--- src/rtl/cpu_seq_pkg.sv ---
package cpu_seq_pkg;

  localparam int OP_W = 4;

  typedef enum logic [3:0] {
    S_FETCH  = 4'd0,
    S_DECODE = 4'd1,
    S_OPADDR = 4'd2,
    S_LOAD   = 4'd3,
    S_ADD    = 4'd4,
    S_SUB    = 4'd5,
    S_STORE  = 4'd6,
    S_IMM    = 4'd7,
    S_JUMP   = 4'd8,
    S_OUT    = 4'd9,
    S_HALT   = 4'd15
  } seq_state_e;

  localparam logic [OP_W-1:0] OP_LOAD  = 4'd1;
  localparam logic [OP_W-1:0] OP_ADD   = 4'd2;
  localparam logic [OP_W-1:0] OP_SUB   = 4'd3;
  localparam logic [OP_W-1:0] OP_STORE = 4'd4;
  localparam logic [OP_W-1:0] OP_IMM   = 4'd5;
  localparam logic [OP_W-1:0] OP_JUMP  = 4'd6;
  localparam logic [OP_W-1:0] OP_OUT   = 4'd14;
  localparam logic [OP_W-1:0] OP_HALT  = 4'd15;

  typedef struct packed {
    logic mar_from_pc;
    logic mar_from_ir;
    logic ir_load;
    logic pc_step;
    logic pc_jump;
    logic acc_from_mem;
    logic acc_from_alu;
    logic acc_from_imm;
    logic alu_sub;
    logic mem_write;
    logic out_load;
  } seq_ctl_t;

endpackage

--- src/rtl/cpu_seq_alu.sv ---
module cpu_seq_alu #(
  parameter int DATA_W = 8
) (
  input  logic [DATA_W-1:0] a_i,
  input  logic [DATA_W-1:0] b_i,
  input  logic              sub_i,
  output logic [DATA_W-1:0] res_o,
  output logic              carry_o,
  output logic              zero_o
);

  localparam int WIDE_W = DATA_W + 1;

  logic [WIDE_W-1:0] wide;

  always_comb begin
    if (sub_i) wide = {1'b0, a_i} - {1'b0, b_i};
    else       wide = {1'b0, a_i} + {1'b0, b_i};
  end

  assign res_o   = wide[DATA_W-1:0];
  // subtract reports "no borrow" as carry set
  assign carry_o = sub_i ? ~wide[DATA_W] : wide[DATA_W];
  assign zero_o  = (wide[DATA_W-1:0] == '0);

endmodule

--- src/rtl/cpu_seq_mem.sv ---
module cpu_seq_mem #(
  parameter int DATA_W = 8,
  parameter int ADDR_W = 4
) (
  input  logic              clk,
  input  logic              rst,
  input  logic              pl_valid_i,
  output logic              pl_ready_o,
  input  logic [ADDR_W-1:0] pl_addr_i,
  input  logic [DATA_W-1:0] pl_data_i,
  input  logic [ADDR_W-1:0] addr_i,
  output logic [DATA_W-1:0] rdata_o,
  input  logic              wr_en_i,
  input  logic [DATA_W-1:0] wdata_i
);

  localparam int DEPTH = 1 << ADDR_W;

  logic [DATA_W-1:0] cells [DEPTH];
  logic              pl_take;

  assign pl_ready_o = rst;
  assign pl_take    = pl_valid_i & pl_ready_o;

  always_ff @(posedge clk) begin
    for (int i = 0; i < DEPTH; i++) begin
      if (pl_take && (pl_addr_i == ADDR_W'(i))) cells[i] <= pl_data_i;
      else if (wr_en_i && (addr_i == ADDR_W'(i))) cells[i] <= wdata_i;
    end
  end

  assign rdata_o = cells[addr_i];

  AST_NO_RUN_WRITE_IN_RESET: assert property (@(posedge clk)
    rst |-> !wr_en_i);

endmodule

--- src/rtl/cpu_seq_ctrl.sv ---
module cpu_seq_ctrl
  import cpu_seq_pkg::*;
(
  input  logic            clk,
  input  logic            rst,
  input  logic [OP_W-1:0] mem_op_i,
  input  logic [OP_W-1:0] ir_op_i,
  output seq_state_e      state_o,
  output seq_ctl_t        ctl_o
);

  seq_state_e state_q, state_d;

  always_comb begin
    state_d = state_q;
    unique case (state_q)
      S_FETCH:  state_d = S_DECODE;
      S_DECODE: begin
        case (mem_op_i)
          OP_LOAD, OP_ADD, OP_SUB, OP_STORE: state_d = S_OPADDR;
          OP_IMM:  state_d = S_IMM;
          OP_JUMP: state_d = S_JUMP;
          OP_OUT:  state_d = S_OUT;
          OP_HALT: state_d = S_HALT;
          default: state_d = S_FETCH;
        endcase
      end
      S_OPADDR: begin
        case (ir_op_i)
          OP_LOAD: state_d = S_LOAD;
          OP_ADD:  state_d = S_ADD;
          OP_SUB:  state_d = S_SUB;
          default: state_d = S_STORE;
        endcase
      end
      S_HALT:  state_d = S_HALT;
      default: state_d = S_FETCH;
    endcase
  end

  always_ff @(posedge clk) begin
    if (rst) state_q <= S_FETCH;
    else     state_q <= state_d;
  end

  always_comb begin
    ctl_o = '0;
    unique case (state_q)
      S_FETCH:  ctl_o.mar_from_pc = 1'b1;
      S_DECODE: begin
        ctl_o.ir_load = 1'b1;
        ctl_o.pc_step = 1'b1;
      end
      S_OPADDR: ctl_o.mar_from_ir  = 1'b1;
      S_LOAD:   ctl_o.acc_from_mem = 1'b1;
      S_ADD:    ctl_o.acc_from_alu = 1'b1;
      S_SUB: begin
        ctl_o.acc_from_alu = 1'b1;
        ctl_o.alu_sub      = 1'b1;
      end
      S_STORE:  ctl_o.mem_write    = 1'b1;
      S_IMM:    ctl_o.acc_from_imm = 1'b1;
      S_JUMP:   ctl_o.pc_jump      = 1'b1;
      S_OUT:    ctl_o.out_load     = 1'b1;
      default:  ctl_o = '0;
    endcase
  end

  assign state_o = state_q;

  AST_FETCH_THEN_DECODE: assert property (@(posedge clk) disable iff (rst)
    state_q == S_FETCH |=> state_q == S_DECODE);

  AST_HALT_ABSORBS: assert property (@(posedge clk) disable iff (rst)
    state_q == S_HALT |=> state_q == S_HALT);

  AST_EXEC_RETURNS: assert property (@(posedge clk) disable iff (rst)
    (state_q inside {S_LOAD, S_ADD, S_SUB, S_STORE, S_IMM, S_JUMP, S_OUT})
    |=> state_q == S_FETCH);

  AST_OPADDR_NEXT: assert property (@(posedge clk) disable iff (rst)
    state_q == S_OPADDR |=> (state_q inside {S_LOAD, S_ADD, S_SUB, S_STORE}));

  AST_ACC_SRC_ONE: assert property (@(posedge clk) disable iff (rst)
    $onehot0({ctl_o.acc_from_mem, ctl_o.acc_from_alu, ctl_o.acc_from_imm}));

endmodule

--- src/rtl/cpu_seq_regs.sv ---
module cpu_seq_regs
  import cpu_seq_pkg::*;
#(
  parameter int DATA_W = 8,
  parameter int ADDR_W = 4
) (
  input  logic              clk,
  input  logic              rst,
  input  seq_ctl_t          ctl_i,
  input  logic              halted_i,
  input  logic [DATA_W-1:0] mem_rdata_i,
  input  logic [DATA_W-1:0] alu_res_i,
  input  logic              alu_carry_i,
  input  logic              alu_zero_i,
  output logic [ADDR_W-1:0] mar_o,
  output logic [DATA_W-1:0] ir_o,
  output logic [ADDR_W-1:0] pc_o,
  output logic [DATA_W-1:0] acc_o,
  output logic [DATA_W-1:0] out_o,
  output logic              carry_o,
  output logic              zero_o
);

  localparam int EXT_W = DATA_W - ADDR_W;

  logic [ADDR_W-1:0] mar_q, pc_q;
  logic [DATA_W-1:0] ir_q, acc_q, out_q;
  logic              carry_q, zero_q;
  logic [ADDR_W-1:0] field;

  assign field = ir_q[ADDR_W-1:0];

  always_ff @(posedge clk) begin
    if (rst) begin
      mar_q   <= '0;
      ir_q    <= '0;
      acc_q   <= '0;
      out_q   <= '0;
      carry_q <= 1'b0;
      zero_q  <= 1'b0;
    end else begin
      if (ctl_i.mar_from_pc)      mar_q <= pc_q;
      else if (ctl_i.mar_from_ir) mar_q <= field;
      if (ctl_i.ir_load) ir_q <= mem_rdata_i;
      if (ctl_i.acc_from_mem) begin
        acc_q <= mem_rdata_i;
      end else if (ctl_i.acc_from_alu) begin
        acc_q   <= alu_res_i;
        carry_q <= alu_carry_i;
        zero_q  <= alu_zero_i;
      end else if (ctl_i.acc_from_imm) begin
        acc_q <= {{EXT_W{1'b0}}, field};
      end
      if (ctl_i.out_load) out_q <= acc_q;
    end
  end

  // program counter advances half a cycle into decode
  always_ff @(negedge clk) begin
    if (rst)                pc_q <= '0;
    else if (ctl_i.pc_step) pc_q <= pc_q + 1'b1;
    else if (ctl_i.pc_jump) pc_q <= field;
  end

  assign mar_o   = mar_q;
  assign ir_o    = ir_q;
  assign pc_o    = pc_q;
  assign acc_o   = acc_q;
  assign out_o   = out_q;
  assign carry_o = carry_q;
  assign zero_o  = zero_q;

  AST_PC_STEP_IN_DECODE: assert property (@(posedge clk) disable iff (rst)
    ctl_i.pc_step |-> pc_q == ADDR_W'($past(pc_q) + 1'b1));

  AST_PC_JUMP_TARGET: assert property (@(posedge clk) disable iff (rst)
    ctl_i.pc_jump |-> pc_q == field);

  AST_ZERO_MATCHES_ACC: assert property (@(posedge clk) disable iff (rst)
    ctl_i.acc_from_alu |=> zero_q == (acc_q == '0));

  AST_HALT_FROZEN: assert property (@(posedge clk) disable iff (rst)
    halted_i |=> ($stable(pc_q) && $stable(acc_q) && $stable(out_q)
                  && $stable(ir_q) && $stable(mar_q)));

endmodule

--- src/rtl/cpu_seq_top.sv ---
module cpu_seq_top
  import cpu_seq_pkg::*;
#(
  parameter int DATA_W = 8
) (
  input  logic                     clk,
  input  logic                     rst,
  input  logic                     pl_valid_i,
  output logic                     pl_ready_o,
  input  logic [DATA_W-OP_W-1:0]   pl_addr_i,
  input  logic [DATA_W-1:0]        pl_data_i,
  output logic [3:0]               state_o,
  output logic                     halted_o,
  output logic [DATA_W-OP_W-1:0]   pc_o,
  output logic [DATA_W-1:0]        acc_o,
  output logic [DATA_W-1:0]        out_o,
  output logic                     carry_o,
  output logic                     zero_o
);

  localparam int ADDR_W = DATA_W - OP_W;

  seq_state_e        state;
  seq_ctl_t          ctl;
  logic [ADDR_W-1:0] mar;
  logic [DATA_W-1:0] ir, acc, mem_rdata, alu_res;
  logic              alu_carry, alu_zero, halted;

  assign halted = (state == S_HALT);

  cpu_seq_ctrl u_ctrl (
    .clk      (clk),
    .rst      (rst),
    .mem_op_i (mem_rdata[DATA_W-1 -: OP_W]),
    .ir_op_i  (ir[DATA_W-1 -: OP_W]),
    .state_o  (state),
    .ctl_o    (ctl)
  );

  cpu_seq_mem #(.DATA_W(DATA_W), .ADDR_W(ADDR_W)) u_mem (
    .clk        (clk),
    .rst        (rst),
    .pl_valid_i (pl_valid_i),
    .pl_ready_o (pl_ready_o),
    .pl_addr_i  (pl_addr_i),
    .pl_data_i  (pl_data_i),
    .addr_i     (mar),
    .rdata_o    (mem_rdata),
    .wr_en_i    (ctl.mem_write),
    .wdata_i    (acc)
  );

  cpu_seq_alu #(.DATA_W(DATA_W)) u_alu (
    .a_i     (acc),
    .b_i     (mem_rdata),
    .sub_i   (ctl.alu_sub),
    .res_o   (alu_res),
    .carry_o (alu_carry),
    .zero_o  (alu_zero)
  );

  cpu_seq_regs #(.DATA_W(DATA_W), .ADDR_W(ADDR_W)) u_regs (
    .clk         (clk),
    .rst         (rst),
    .ctl_i       (ctl),
    .halted_i    (halted),
    .mem_rdata_i (mem_rdata),
    .alu_res_i   (alu_res),
    .alu_carry_i (alu_carry),
    .alu_zero_i  (alu_zero),
    .mar_o       (mar),
    .ir_o        (ir),
    .pc_o        (pc_o),
    .acc_o       (acc),
    .out_o       (out_o),
    .carry_o     (carry_o),
    .zero_o      (zero_o)
  );

  assign state_o  = state;
  assign halted_o = halted;
  assign acc_o    = acc;

endmodule

--- config.mk ---
export PLATFORM = sky130hd
export DESIGN_NAME = cpu_seq_top
export DESIGN_NICKNAME = d
export VERILOG_FILES = /design/src/rtl/cpu_seq_pkg.sv /design/src/rtl/cpu_seq_alu.sv /design/src/rtl/cpu_seq_mem.sv /design/src/rtl/cpu_seq_ctrl.sv /design/src/rtl/cpu_seq_regs.sv /design/src/rtl/cpu_seq_top.sv
export SDC_FILE = /design/constraint.sdc
export NUM_CORES = 1
export LEC_CHECK = 0
export BUFFER_PORTS_ARGS = -buffer_cell sky130_fd_sc_hd__buf_4
export CAP_MARGIN = 20
export CORE_ASPECT_RATIO = 0.9
export CORE_UTILIZATION = 50
export CTS_BUF_LIST = sky130_fd_sc_hd__clkbuf_4
export DETAILED_ROUTE_END_ITERATION = 10
export HOLD_SLACK_MARGIN = 0.06
export PLACE_DENSITY = 0.73
export SLEW_MARGIN = 20
export SYNTH_ARGS = -nofsm -noshare
export SYNTH_HDL_FRONTEND = slang
export SYNTH_SLANG_ARGS = --single-unit
--- constraint.sdc ---
create_clock -name clk -period 9.6 [get_ports clk]
set_input_delay 0.48 -clock clk [delete_from_list [all_inputs] [get_ports clk]]
set_output_delay 0.48 -clock clk [all_outputs]
set_load 0.01 [all_outputs]
==> flow_metrics.py <==
metrics = {
    "sta": {
        "hold_violations": 0,
        "maxSlewViolCount": 0,
        "tightest_slew_ns": 1.15,
        "max_slew_margin_pct": 23.1,
        "setup_violations": 0,
        "finClkSkew_ns": 0.0228,
        "tns_ns": 0,
        "rsz0062_at_grt": "false",
        "hold_ws_ns": 0.330,
    },
    "pwr": {
        "p_leak_nw": 3.37,
        "powerDensity_nw_per_um2": 262,
        "ir_drop_v": 0.000122,
    },
    "clock_network": {
        "path_clk_slew_ns": 0.14,
        "clk_latency_ns": 0.57,
        "cts_resized": 0,
        "cts_buffers": 17,
        "postCtsSetupBuffers": 0,
        "clock-sinks": 170,
        "cts-root-buf": "clkbuf_4",
        "htree_levels": 4,
        "clockBufferDepth": 2,
        "holdBufCountCts": 0,
        "cts_tree": "built",
    },
    "critical_path": {
        "worst_ep_arrival_time_ns": 2.51,
        "critPathKind": "flip-flop to flip-flop",
        "r2r_setup_slack_ns": 2.74,
        "path_max_fanout": 22,
        "end_kind": "flip-flop",
        "start_kind": "flip-flop",
        "reg2reg_depth": 4,
        "worstPathRequired_ns": 5.26,
    },
    "die": {
        "start_util_pct": 51.7,
        "dieArea_um2": 18900,
        "rows": 46,
        "top_level_ports": 43,
        "die_x_um": 145,
        "die_h_um": 131,
        "core-area_um2": 17800,
    },
    "yosys": {
        "yosysUniqueCellTypes": 53,
        "ys_ff_latch": 170,
        "syn_inst": 751,
        "async_reset_ff_share_pct": 0,
        "ys_seq_area_share_pct": 50.9,
        "synth_area_um2": 9200,
        "yosys_most_used_dff": "edfxtp_1",
        "syn-num-nets": 777,
        "synth_edf_count": 128,
        "yosys_warnings": 0,
        "syn_avg_cell_area_um2": 12.2,
    },
    "grt": {
        "grt_pass1_wl_mm": 36.7,
        "antenna_found_initial": 1,
        "grt_usage_pct": 26.1,
        "grt_pass1_vias": 6426,
        "overflow": 0,
        "grt_max_degree": 40,
    },
    "layout": {
        "syn2layout_area_growth_pct": 9.24,
        "multi_input_area_um2": 4250,
        "final_common_cell": "edfxtp_1",
        "layout_common_cells": "128 x edfxtp_1, 124 x mux2_2, 65 x nor2_1, 65 x buf_4, 57 x nand2_1",
        "layout-drive-gt1-share_pct": 32.1,
        "final_area_um2": 10000,
        "final.fill_count": 1463,
        "layout.area.seq_um2": 4690,
        "fin_nets": 813,
    },
    "place": {
        "port_buffers": 42,
        "hpwl_mm": 16.7,
        "gp_congestion": 0.883,
        "place_area_um2": 9730,
    },
    "drt": {
        "drc": 0,
        "drt_iter0_drc": 1039,
        "firstDrtPassIters": 5,
        "vias": 6646,
        "drtAntennaViolNets": 0,
        "vias_per_cell": 6.38,
        "routed_wl_mm": 24.2,
        "wl_per_cell_um": 23.3,
    },
    "flow_run": {
        "max_cap_violations": 0,
    },
    "run_status": {
        "status": "complete, no violations",
    },
    "min_path": {
        "whs_path_depth": 2,
        "hp-class": "input pin to flip-flop",
    },
}
report_power, final:
part	internal [W]	switching [W]	leakage [nW]
Sequential	0.000847	0.000164	1.50
Clock	0.000172	0.000247	0.182
Combinational	0.000499	0.000706	1.69
worst max-delay path, cell delays in order, from the launching register on:
cell and delay, ns:
dfxtp_1 0.86, nor2b_1 0.20, nand2_1 0.50, nor2_1 0.09, a311oi_1 0.28
metrics by stage:
stage	power (W)	util, %	setup slack [ns]	instances
6_report	0.00264	56.5	2.74	1041
5_1_grt	0.00278	56.5	2.54	1041
4_1_cts	0.00261	56.3	2.77	1036
3_5_place_dp	0.00220	54.7	2.82	1001
3_3_place_gp	0.00217	54.7	2.91	1001
2_1_floorplan	0.00183	-	3.12	751
per-layer routing:
| metal | GRT usage [%] | share of wire (%) | vias to the layer above |
|---|---|---|---|
| met3 | 5.17 | 8.7 | 31 |
| li1 | - | - | 2941 |
| met2 | 41.5 | 47 | 329 |
| met5 | 0 | 0 | - |
| met1 | 36.4 | 43 | 3345 |
| met4 | 7.82 | 1.4 | 0 |
state kept, by name, summed over array words and instances (netlist names), named ones only:
signal          count
u_regs.mar_o        4
u_regs.ir_o         8
u_mem.cells       128
u_regs.zero_o       1
u_regs.carry_o      1
u_regs.acc_o        8
u_regs.pc_o         4
u_ctrl.state_o      4
u_regs.out_o        8
cell usage after synthesis, types with 3 or more instances:
cell type,count,area (um2)
edfxtp_1,128,3840
mux2_2,124,1400
nor2_1,65,244
nand2_1,57,214
dfxtp_1,42,841
clkbuf_1,38,143
a21oi_1,33,165
nor3_1,30,150
mux4_2,25,563
o22ai_1,17,106
o21ai_0,16,80.1
a22oi_1,12,90.1
nand2b_1,12,75.1
nand3_1,12,60.1
inv_1,11,41.3
ha_1,10,125
nor2b_1,10,62.6
a211oi_1,9,67.6
xnor2_1,9,78.8
mux4_1,7,184
nor3b_1,7,52.6
or3_1,7,43.8
a31oi_1,6,37.5
buf_1,6,22.5
mux2i_1,5,50.1
or2_2,4,25.0
a221oi_1,3,26.3
a222oi_1,3,30.0
a22o_1,3,26.3
and3_1,3,18.8
buf_2,3,15.0
nand2_2,3,18.8
xor2_1,3,26.3
final timing paths:
check / endpoint / start
worst max-delay path: u_regs.pc_o[1] / u_ctrl.state_o[1]
worst min register to register: u_regs.out_o[1] / u_regs.out_o[1]
worst min-delay path: u_regs.ir_o[1] / rst
worst max register to register: u_regs.pc_o[1] / u_ctrl.state_o[1]
cells by family after synthesis:
family,Yosys count,share of synthesized area (%)
adders and majority gates,11,1.58
muxes,161,23.9
and+or+nand+nor,220,11.3
buffers and inverters,62,2.95
xor gates and xnor gates,12,1.14
DFF,170,50.9
AOI/OAI and AO/OA,115,8.25
cell type report:
type,count,area share (%)
Sequential cell,170,46.6
Timing Repair Buffer,65,4.86
Clock buffer,23,1.72
Antenna cell,1,0.0249
Clock inverter,13,1.12
Tap cell,240,2.99
Multi-Input combinational cell,519,42.3
Inverter,10,0.374
No activity file was read; power rests on OpenSTA's default activity.
